==> config.mk <==
export PLATFORM = sky130hd
export DESIGN_NAME = dispch_trig
export DESIGN_NICKNAME = d
export VERILOG_FILES = /design/src/rtl/dispch_pkg.sv /design/src/rtl/dispch_ctrlreg.sv /design/src/rtl/dispch_reqlatch.sv /design/src/rtl/dispch_beatctr.sv /design/src/rtl/dispch_trig.sv
export SDC_FILE = /design/constraint.sdc
export NUM_CORES = 1
export LEC_CHECK = 0
export BUFFER_PORTS_ARGS = -buffer_cell sky130_fd_sc_hd__buf_2
export CAP_MARGIN = 40
export CORE_ASPECT_RATIO = 0.9
export CORE_MARGIN = 2
export CORE_UTILIZATION = 40
export CTS_CLUSTER_SIZE = 16
export DETAILED_ROUTE_END_ITERATION = 8
export GPL_TIMING_DRIVEN = 1
export PLACE_DENSITY = 0.67
export SYNTH_ARGS = -nofsm -noshare
export SYNTH_HDL_FRONTEND = slang
export SYNTH_SLANG_ARGS = --single-unit
==> constraint.sdc <==
create_clock -name clk -period 2.2 [get_ports clk]
set_clock_uncertainty 0.1 [all_clocks]
set_input_delay 0.44 -clock clk [delete_from_list [all_inputs] [get_ports clk]]
set_output_delay 0.44 -clock clk [all_outputs]
set_load 0.02 [all_outputs]
==> src/rtl/dispch_pkg.sv <==
package dispch_pkg;
    localparam int REG_W    = 16;
    localparam int B_NATIVE = 10;
    localparam int B_REP    = 9;
    localparam int B_AI     = 8;
    localparam int B_EN     = 7;
    localparam int B_PRI    = 6;
    localparam int B_BS     = 4;

    localparam logic [REG_W-1:0] WR_MASK =
        (1 << B_NATIVE) | (1 << B_REP) | (1 << B_AI) |
        (1 << B_EN) | (1 << B_PRI) | (1 << B_BS);
    localparam logic [REG_W-1:0] FORCE_MASK =
        (1 << B_REP) | (1 << B_AI) | (1 << B_EN) | (1 << B_PRI);

    typedef struct packed {
        logic rep;
        logic ai;
        logic en;
        logic pri;
        logic bs;
    } ctl_t;
endpackage

==> src/rtl/dispch_ctrlreg.sv <==
module dispch_ctrlreg
    import dispch_pkg::*;
(
    input  logic             clk,
    input  logic             rst_n,
    input  logic             wr,
    input  logic [REG_W-1:0] wdata,
    input  logic             clr_en,
    output ctl_t             eff,
    output logic [REG_W-1:0] rdata
);
    typedef struct packed {
        logic [REG_W-1:0] bits;
    } creg_t;

    creg_t r_d, r_q;

    always_comb begin
        r_d = r_q;
        if (wr) begin
            r_d.bits = wdata & WR_MASK;
        end else if (clr_en) begin
            r_d.bits[B_EN] = 1'b0;
        end
    end

    always_ff @(posedge clk or negedge rst_n) begin
        if (!rst_n) r_q <= '0;
        else        r_q <= r_d;
    end

    // legacy mode overlays the forced bits on the stored word
    always_comb begin
        rdata   = r_q.bits | (r_q.bits[B_NATIVE] ? '0 : FORCE_MASK);
        eff.rep = rdata[B_REP];
        eff.ai  = rdata[B_AI];
        eff.en  = rdata[B_EN];
        eff.pri = rdata[B_PRI];
        eff.bs  = rdata[B_BS];
    end
endmodule

==> src/rtl/dispch_reqlatch.sv <==
module dispch_reqlatch (
    input  logic clk,
    input  logic rst_n,
    input  logic req,
    input  logic arm,
    input  logic consume,
    input  logic clr,
    output logic pend,
    output logic ovf
);
    typedef struct packed {
        logic pend;
        logic ovf;
    } rl_t;

    rl_t s_d, s_q;

    always_comb begin
        s_d = s_q;
        if (consume) s_d.pend = 1'b0;
        if (req && arm) begin
            if (s_q.pend && !consume) s_d.ovf  = 1'b1;
            else                      s_d.pend = 1'b1;
        end
        if (clr) begin
            s_d.pend = 1'b0;
            s_d.ovf  = 1'b0;
        end
    end

    always_ff @(posedge clk or negedge rst_n) begin
        if (!rst_n) s_q <= '0;
        else        s_q <= s_d;
    end

    assign pend = s_q.pend;
    assign ovf  = s_q.ovf;

    AST_CONSUME_PENDING: assert property (@(posedge clk) disable iff (!rst_n)
        consume |-> s_q.pend);
    AST_OVF_STICKY: assert property (@(posedge clk) disable iff (!rst_n)
        (s_q.ovf && !clr) |=> s_q.ovf);
endmodule

==> src/rtl/dispch_beatctr.sv <==
module dispch_beatctr #(
    parameter int LEN_W = 8
) (
    input  logic             clk,
    input  logic             rst_n,
    input  logic             start,
    input  logic             beat,
    input  logic             abort,
    input  logic [LEN_W-1:0] len,
    output logic             last
);
    typedef struct packed {
        logic [LEN_W-1:0] cnt;
        logic [LEN_W-1:0] len;
    } bc_t;

    bc_t c_d, c_q;

    always_comb begin
        c_d = c_q;
        if (start) begin
            c_d.cnt = '0;
            c_d.len = len;
        end else if (abort) begin
            c_d.cnt = '0;
        end else if (beat) begin
            c_d.cnt = last ? '0 : c_q.cnt + 1'b1;
        end
    end

    always_ff @(posedge clk or negedge rst_n) begin
        if (!rst_n) c_q <= '0;
        else        c_q <= c_d;
    end

    assign last = (c_q.cnt == c_q.len);

    AST_CNT_BOUND: assert property (@(posedge clk) disable iff (!rst_n)
        c_q.cnt <= c_q.len);
endmodule

==> src/rtl/dispch_trig.sv <==
module dispch_trig
    import dispch_pkg::*;
#(
    parameter int LEN_W = 8
) (
    input  logic             clk,
    input  logic             rst_n,
    input  logic             reg_wr,
    input  logic [15:0]      reg_wdata,
    output logic [15:0]      reg_rdata,
    input  logic             dest_ext,
    input  logic             dual_block,
    input  logic [LEN_W-1:0] block_len,
    input  logic             hw_req,
    output logic             beat_valid,
    input  logic             beat_ready,
    output logic             block_done,
    output logic             busy,
    output logic             buf_sel,
    output logic             prio_hi,
    output logic             req_ovf
);
    typedef struct packed {
        logic busy;
        logic done;
        logic bsel;
    } tr_t;

    tr_t  t_d, t_q;
    ctl_t eff;
    logic pend, last, clr_en;

    logic need_hw, can_start, acc, abort, fin, consume;

    always_comb begin
        need_hw   = dest_ext & eff.bs;
        can_start = !t_q.busy & eff.en & (!need_hw | pend);
        acc       = t_q.busy & beat_ready;
        abort     = t_q.busy & !eff.en;
        fin       = acc & last & eff.en;
        consume   = can_start & need_hw;
        clr_en    = fin & !(eff.ai & eff.rep) & (!dual_block | t_q.bsel);
    end

    always_comb begin
        t_d      = t_q;
        t_d.done = 1'b0;
        if (can_start) begin
            t_d.busy = 1'b1;
        end else if (abort) begin
            t_d.busy = 1'b0;
        end else if (fin) begin
            t_d.busy = 1'b0;
            t_d.done = 1'b1;
            if (dual_block) t_d.bsel = ~t_q.bsel;
        end
    end

    always_ff @(posedge clk or negedge rst_n) begin
        if (!rst_n) t_q <= '0;
        else        t_q <= t_d;
    end

    dispch_ctrlreg u_creg (
        .clk    (clk),
        .rst_n  (rst_n),
        .wr     (reg_wr),
        .wdata  (reg_wdata),
        .clr_en (clr_en),
        .eff    (eff),
        .rdata  (reg_rdata)
    );

    dispch_reqlatch u_req (
        .clk     (clk),
        .rst_n   (rst_n),
        .req     (hw_req),
        .arm     (need_hw),
        .consume (consume),
        .clr     (reg_wr),
        .pend    (pend),
        .ovf     (req_ovf)
    );

    dispch_beatctr #(.LEN_W(LEN_W)) u_cnt (
        .clk   (clk),
        .rst_n (rst_n),
        .start (can_start),
        .beat  (acc & !abort),
        .abort (abort),
        .len   (block_len),
        .last  (last)
    );

    assign beat_valid = t_q.busy;
    assign busy       = t_q.busy;
    assign block_done = t_q.done;
    assign buf_sel    = t_q.bsel;
    assign prio_hi    = eff.pri;

    AST_DONE_PULSE: assert property (@(posedge clk) disable iff (!rst_n)
        block_done |=> !block_done);
    AST_LEGACY_READ: assert property (@(posedge clk) disable iff (!rst_n)
        !reg_rdata[B_NATIVE] |-> (&reg_rdata[B_REP:B_PRI]));
    AST_BUFSEL_FLIP: assert property (@(posedge clk) disable iff (!rst_n)
        (block_done && $past(dual_block)) |-> (buf_sel != $past(buf_sel)));
    AST_ABORT_QUIET: assert property (@(posedge clk) disable iff (!rst_n)
        (busy && !reg_rdata[B_EN]) |=> (!busy && !block_done));
endmodule

; Word level (Yosys, flattened, before mapping)
; Cells that the tools add are included.
[classes]
n_eq_ne = 1
n_addsub = 1
n_bitwise = 18
n_mux = 18
reduce_logical = 16
[ops]
columns = operator, count
row1 = 8-bit two-way mux, 4
row2 = 11-bit by 16-bit bitwise OR with 16-bit output, 1
row3 = 1-bit bitwise AND, 12
row4 = 10-bit two-way mux, 1
row5 = 8-bit by 1-bit adder with 8-bit output (second input constant), 1
row6 = 8-bit equality test, 1
row7 = 1-bit two-way mux, 8
row8 = 2-bit two-way mux, 4
row9 = 1-bit zero test, 7
row10 = 2-bit nonzero test, 3
row11 = 3-bit nonzero test, 2
row12 = 4-bit AND reduction, 1
row13 = 3-bit two-way mux, 1
row14 = 1-bit NOT, 3
row15 = 1-bit logical AND, 2
row16 = 1-bit bitwise OR, 2
row17 = 2-bit AND reduction, 1
[totals]
wordCells = 63
regBits = 27
output_inout_bits = 22
input_bits = 31

; Depth between registers and ports, before layout
; Gate-level depths: netlist of the first run.
[depth]
ltp_word = 12
mapped_depth = 6
ltp_nobuf = 5

; By module
; Synthesis of the first run repeated with hierarchy kept, for this count alone.
[hier_totals]
hier_cells = 130
hier_area_um2 = 1460.2
[modules_own_cells]
columns = mod, area_each_um2, seq_area_each_um2, n_inst, cells_each
row1 = dispch_beatctr, 792.0, 400.4, 1, 68
row2 = dispch_ctrlreg, 406.6, 150.1, 1, 36
row3 = dispch_trig, 178.9, 75.1, 1, 18
row4 = dispch_reqlatch, 82.6, 50.0, 1, 8

; Least setup slack after synthesis of the first run
; Ideal clock, no wire load.
[synth_timing]
path_type = register to register
from = register u_creg.r_q[10] (netlist name)
to = register u_cnt.c_q[0] (netlist name)
setup_ns = 0.125
synth_period_minus_slack_ns = 1.770
path_stages_with_launch = 6
t_arrival_ns = 1.545
required_time_ns = 1.975
path_slack_ns = 0.430
cell_sequence = dfrtp_1 nor2b_1 buf_2 a311oi_4 buf_4 mux2_2
[synth_via]
elab_chain_len = 4
[synth_lines]
columns = element, line_no
row1 = "start, declared", dispch_ctrlreg.sv:16  ; creg_t r_d, r_q;
row2 = "start signal, assigned", dispch_ctrlreg.sv:29  ; else r_q <= r_d;
row3 = 10-bit two-way mux, dispch_ctrlreg.sv:34  ; rdata = r_q.bits | (r_q.bits[B_NATIVE] ? '0 : FORCE_MASK);
row4 = 11-bit by 16-bit bitwise OR with 16-bit output, dispch_ctrlreg.sv:34
row5 = 1-bit bitwise AND (2 in a row), dispch_trig.sv:37  ; can_start = !t_q.busy & eff.en & (!need_hw | pend);
row6 = "end signal, assigned", dispch_beatctr.sv:32  ; if (!rst_n) c_q <= '0;
row7 = "end signal, assigned", dispch_beatctr.sv:33  ; else c_q <= c_d;
row8 = "end, declared", dispch_beatctr.sv:17  ; bc_t c_d, c_q;
; Every way passes these cells.
; A chain may end at the register's enable or synchronous reset.

; Worst setup path after layout of the first run
[layout_timing]
from = register u_creg.r_q[10] (netlist name)
to = output port reg_rdata[7]
[layout_via]
elab_chain_len = 2
[layout_lines]
columns = element, line_no
row1 = 10-bit two-way mux, dispch_ctrlreg.sv:34
row2 = 11-bit by 16-bit bitwise OR with 16-bit output, dispch_ctrlreg.sv:34
row3 = "end, declared", dispch_trig.sv:10  ; output logic [15:0] reg_rdata,
; Every way passes these cells.

==> summary.txt, run 1 <==
Run status
  • Status: finished clean

Route
  • DRT antenna net count: 0
  • WL final: 2600 um
  • Pre-Repair DR Iteration Count: 4
  • Via density: 5.01
  • DR vias: 1,037
  • Drt drc: 0
  • Routed wire length per instance: 12.5 um
  • DRT iter0 DRCs: 21

Clock network
  • CTS Sinks: 27
  • Resized cells post-CTS: 0
  • H-Tree Depth: 1
  • CTS Root Cell: clkbuf_8
  • Hold_buf cts: 0
  • Setup repair bufs after CTS: 0
  • Clock tree from TritonCTS: built
  • Cts bufs inserted: 3
  • Clock tree buffer depth: 2
  • Worst-path clk slew: 0.09 ns
  • Clk_lat worst skew: 0.27 ns

Yosys
  • FF+latch count, synth: 27
  • Synth top area share: 0.461
  • FFs w/ async S/R, synth: 1.00
  • Post-synthesis cell type count: 37
  • Post-synth EDFFs: 0
  • Synth top cells by count: dfrtp_1 (27), buf_4 (15), mux2_2 (13)
  • Synth Area per Inst: 10.9 um^2
  • Yosys warns: 0
  • Synth Flop Type: dfrtp_1
  • Synth Cell Area: 1470 um^2
  • Post-synthesis sequential area ratio: 0.461
  • Most frequent cell after synthesis: dfrtp_1
  • Synth area leader: dfrtp_1
  • Largest cells by area after synthesis: dfrtp_1 (46%), mux2_2 (10%), buf_4 (7.7%), xor2_1 (7.2%), a21oi_1 (2.0%)
  • Gate Count Post-Synth: 135

Timing
  • Period minus WS final: 2.01 ns
  • Relative slew slack: 0.607
  • Period utilization: 0.915
  • Setup TNS Final: 0 ns
  • Slew Limit Fails: 0
  • Final Hold Vio Count: 0
  • # setup viols final: 0
  • Peak Freq: 0.497 GHz
  • RSZ-0062 raised after global routing: no
  • Worst Tran Pin Value: 0.590 ns

Cells and area
  • Multi-input logic area: 667 um^2
  • Layout net count: 196
  • Area Overhead vs Synth: 12.0%
  • Seq. cell area: 676 um^2
  • Fillers: 344
  • Proportion of layout cells with a drive suffix above 1: 0.356
  • Antenna diodes: 0

Critical path
  • CP Capture Type: primary output
  • Setup crit start kind: flip-flop
  • Critical Path AT: 1.47 ns
  • Crit path max fanout: 6
  • Critical Path RT: 1.66 ns
  • Crit path kind: reg2out

Global routing
  • Largest net degree at the start of global routing: 28
  • Global-route wire length before repair: 4420 um
  • Vias in the first global route: 1,023
  • GRT overflow: 0
  • Total GRT Usage: 0.142
  • Initial antenna violation count: 0

Floorplanning
  • Core area: 3450 um^2
  • Initial core utilization: 0.424
  • IO Pins: 53
  • Chip Width: 67.8 um
  • Die area: 4160 um^2
  • Chip Height: 61.4 um
  • FP Rows: 20

Placed design
  • I/O Buffers: 32
  • RD Place Congestion: 0.853
  • Hpwl dp: 1970 um

Power
  • VDD IR-drop max: 0.530 mV
  • Pwr per Cell Area: 990 nW/um^2
  • Tot Pwr: 0.00162 W
  • Leak Pwr: 0.765 nW

Flow run
  • Max-Cap Viols: 0

Worst hold path
  • Min-delay worst type: in2async
state kept, by name, summed over array words and instances (netlist names):
signal,flops
u_cnt.c_q,16
u_creg.r_q,6
beat_valid,1
block_done,1
buf_sel,1
u_req.ovf,1
u_req.pend,1
placed cells by master, fill, tap and decap left out, types with 2 or more instances in the layout:
master,count
inv_1,4
a21oi_1,6
nor2_1,4
clkbuf_8,3
nand2b_1,3
nor2b_1,2
dfrtp_1,27
nand3_1,4
buf_4,3
o2111ai_1,2
buf_2,32
conb_1,10
nand2_1,8
xor2_1,12
a31oi_1,2
mux2_2,13
nand2_2,2
nor3_1,6
o211ai_1,2
metrics by stage:
step | utilization | hold WS [ns] | cell area, um^2 | cells | worst slack [ns]
floorplan | - | 0.0444 | 1500 | 144 | 0.430
global placement | 0.462 | 0.374 | 1600 | 203 | 0.281
detailed placement | 0.462 | 0.382 | 1600 | 203 | 0.235
CTS | 0.475 | 0.0854 | 1640 | 207 | 0.192
global route | 0.475 | 0.105 | 1640 | 207 | 0.0575
finish | 0.475 | 0.0581 | 1640 | 207 | 0.187
cell families (layout without fill, tap and decap cells):
kind of cell,Yosys count,in the layout,synth area share
adder cells (fa/ha/maj),1,1,0.00854
flip-flops,27,27,0.461
AND/OR/NAND/NOR,37,37,0.142
XOR/XNOR,13,13,0.0777
buffers and inverters,24,43,0.107
multiplexers,14,14,0.107
other,1,10,0.00256
AO/OA/AOI/OAI,18,18,0.0948
metal layers:
layer  part of all wire  up-vias  GRT usage
met5                  0        -          0
met4             0.0073        0     0.0514
met3              0.052        2     0.0274
met2               0.53       27      0.254
met1               0.41      508      0.172
li1                   -      500          -
worst max-delay path: stages, from the launching register on:
cell,delay (ns)
dfrtp_1,0.43
nor2b_1,0.33
buf_4,0.21
inv_1,0.07
buf_2,0.16
final timing paths:
path	end	depth (start not counted)	slack, ns	start
max in group asynchronous	u_cnt.c_q[15]$_DFFE_PN0P_	1	1.55	rst_n
worst min register to register	u_creg.r_q[6]$_DFFE_PN0P_	1	0.40	u_creg.r_q[6]$_DFFE_PN0P_
worst max register to register	u_creg.r_q[7]$_DFFE_PN0P_	5	0.28	u_cnt.c_q[12]$_DFFE_PN0P_
worst max-delay path	reg_rdata[7]	4	0.19	u_creg.r_q[10]$_DFFE_PN0P_
min in group clk	u_creg.r_q[6]$_DFFE_PN0P_	2	0.29	reg_wdata[6]
worst min-delay path	u_req.pend$_DFF_PN0_	1	0.06	rst_n
where the power goes:
part / internal (W) / switching, W
Sequential: 0.000630 / 0.000142
Combinational: 0.000270 / 0.000302
Clock: 0.000130 / 0.000149
Total: 0.00103 / 0.000594
final cells by class:
type                    instances  area share
multi-input cells              93       0.407
inverters                       4     0.00915
well taps                      44      0.0336
clock buffers                   4      0.0275
flip-flops and latches         27       0.412
repair buffers                 35       0.111
No activity file was read; power rests on OpenSTA's default activity.
==> run 2: changes to the inputs <==
--- a/config.mk
+++ b/config.mk
@@ -9,11 +9,11 @@
 export CAP_MARGIN = 40
 export CORE_ASPECT_RATIO = 0.9
 export CORE_MARGIN = 2
-export CORE_UTILIZATION = 40
+export CORE_UTILIZATION = 49
 export CTS_CLUSTER_SIZE = 16
 export DETAILED_ROUTE_END_ITERATION = 8
 export GPL_TIMING_DRIVEN = 1
-export PLACE_DENSITY = 0.67
+export PLACE_DENSITY = 0.79
 export SYNTH_ARGS = -nofsm -noshare
 export SYNTH_HDL_FRONTEND = slang
 export SYNTH_SLANG_ARGS = --single-unit
==> run 2 against run 1 <==
Compared with the run above: die area fell by 17%; sequential cell count is the same; clock power fell by 23%; power down 3.8%; critical endpoint is now u_creg.r_q[7]$_DFFE_PN0P_; largest cell class unchanged.
==> summary.txt, run 2 (synthesis gave the netlist of run 1 again) <==
Power
  • Switching power: 0.000604 W
  • Comb power frac: 0.359
  • VDD IR-drop max: 0.458 mV
  • Leak Pwr: 0.758 nW
  • Tot Pwr: 0.00156 W
  • Seq pwr share: 0.504
  • Clock share of power: 0.138
  • Switching part of the total power: 0.386
  • Int Pwr: 0.000959 W
  • Pwr per Cell Area: 964 nW/um^2

Cells and area
  • Area Overhead vs Synth: 10.6%
  • Layout net count: 196
  • Number of flip-flops in the largest register: 16
  • Top flop regs: u_cnt.c_q: 16 flops, u_creg.r_q: 6 flops
  • Highest-count cells in the layout ignoring fill and taps: buf_2 (32), dfrtp_1 (27), mux2_2 (13), xor2_1 (12), conb_1 (10)
  • Top reg by flops: u_cnt.c_q
  • Antenna diodes: 0
  • Utilization after layout: 0.580
  • Most common cell after layout, fill and taps aside: buf_2
  • Post-Layout Inst Area: 1620 um^2
  • Proportion of layout cells with a drive suffix above 1: 0.356

Floorplanning
  • IO Pins: 53
  • Chip Width: 61.6 um
  • Chip Height: 55.9 um
  • FP Rows: 18
  • Die area: 3440 um^2
  • Initial core utilization: 0.525
  • Core area: 2790 um^2

Critical path
  • Max stage delay on crit path: 0.47 ns
  • Crit path max fanout: 8
  • Slowest-stage cell, CP: dfrtp_1
  • CP Cell Sequence: xor2_1 -> nor4_1 -> nand2_2 -> nor2_1 -> a31oi_1
  • Critical Path RT: 2.31 ns
  • Critical Path AT: 2.16 ns
  • CP Capture Type: flip-flop
  • Setup crit start kind: flip-flop
  • Crit path kind: reg2reg

Timing
  • # setup viols final: 0
  • Period utilization: 0.931
  • Peak Freq: 0.488 GHz
  • Worst Tran Pin Value: 0.594 ns
  • Setup TNS Final: 0 ns
  • Final Hold Vio Count: 0
  • Period minus WS final: 2.05 ns
  • Slew Limit Fails: 0
  • Relative slew slack: 0.604
  • RSZ-0062 raised after global routing: no

Route
  • DRT antenna net count: 0
  • Pre-Repair DR Iteration Count: 4
  • DR WL met2: 1390 um
  • Top sig layer: met4
  • DRT iter0 DRCs: 23
  • Via density: 5.22
  • Routed wire length per instance: 13.4 um
  • DR vias: 1,060
  • Drt drc: 0
  • WL final: 2730 um
  • M1 WL: 1140 um
  • Metal3 WL: 140 um

Clock network
  • Clock tree from TritonCTS: built
  • Worst-path clk slew: 0.14 ns
  • H-Tree Depth: 1
  • Cts bufs inserted: 3
  • Clk_lat worst skew: 0.33 ns
  • CTS Sinks: 27
  • Hold_buf cts: 1
  • Resized cells post-CTS: 0
  • CTS Root Cell: clkbuf_4
  • Setup repair bufs after CTS: 0
  • Clock tree buffer depth: 2

Global routing
  • Largest net degree at the start of global routing: 28
  • Vias in the first global route: 1,075
  • Total GRT Usage: 0.174
  • Global-route wire length before repair: 4580 um
  • GRT overflow: 0
  • Initial antenna violation count: 0

Placed design
  • Post-DP Area: 1580 um^2
  • Hpwl dp: 2070 um
  • RD Place Congestion: 0.868
  • I/O Buffers: 32

Run status
  • Status: finished clean

Worst hold path
  • Min-delay worst type: in2reg

Flow run
  • Max-Cap Viols: 0
==> run 2: area by class of cell <==
| type | count | area, um^2 |
|---|---|---|
| clock buffer | 3 | 22.5 |
| fill | 248 | 1170 |
| multi-input combinational | 93 | 667 |
| clock inverter | 1 | 5.00 |
| inverter | 4 | 15.0 |
| tap | 40 | 50.0 |
| timing repair buffer | 35 | 185 |
| sequential | 27 | 676 |
==> run 2: metrics by stage <==
step                instances  hold slack, ns  worst slack [ns]
floorplan                 144          0.0444             0.430
global placement          198           0.374             0.300
detailed placement        198           0.377             0.219
CTS                       203           0.219             0.156
global route              203           0.211            0.0311
finish                    203           0.229             0.151
==> run 2: critical path: cells and delay by family (launching register included) <==
family / cells / cell delay [ns]
XOR/XNOR: 1 / 0.19
flip-flops: 1 / 0.47
AO/OA/AOI/OAI: 1 / 0.14
AND/OR/NAND/NOR: 3 / 1.03
==> run 2: worst paths after layout <==
check,startpoint,endpoint,slack (ns),cells after the start
max,u_cnt.c_q[12]$_DFFE_PN0P_,u_creg.r_q[7]$_DFFE_PN0P_,0.15,5
min,block_len[4],u_cnt.c_q[4]$_DFFE_PN0N_,0.23,2
max reg2reg,u_cnt.c_q[12]$_DFFE_PN0P_,u_creg.r_q[7]$_DFFE_PN0P_,0.15,5
min reg2reg,u_creg.r_q[9]$_DFFE_PN0P_,u_creg.r_q[9]$_DFFE_PN0P_,0.42,1
max in group asynchronous,rst_n,u_cnt.c_q[3]$_DFFE_PN0N_,1.07,2
min in group asynchronous,rst_n,u_cnt.c_q[12]$_DFFE_PN0P_,0.54,2
==> run 2: power groups by stage <==
stage / clock network [W] / registers, W / logic (W)
after floorplan: 0 / 0.000737 / 0.000514
after global placement: 0 / 0.000786 / 0.000538
after detailed placement: 0 / 0.000796 / 0.000562
after CTS: 0.000222 / 0.000785 / 0.000566
after global routing: 0.000237 / 0.000808 / 0.000626
final: 0.000215 / 0.000787 / 0.000560
==> run 2: per-layer routing <==
layer  track usage  up-vias
met5             0        -
met4        0.0881        0
met3        0.0256        6
met2         0.284       37
met1         0.218      518
li1              -      499
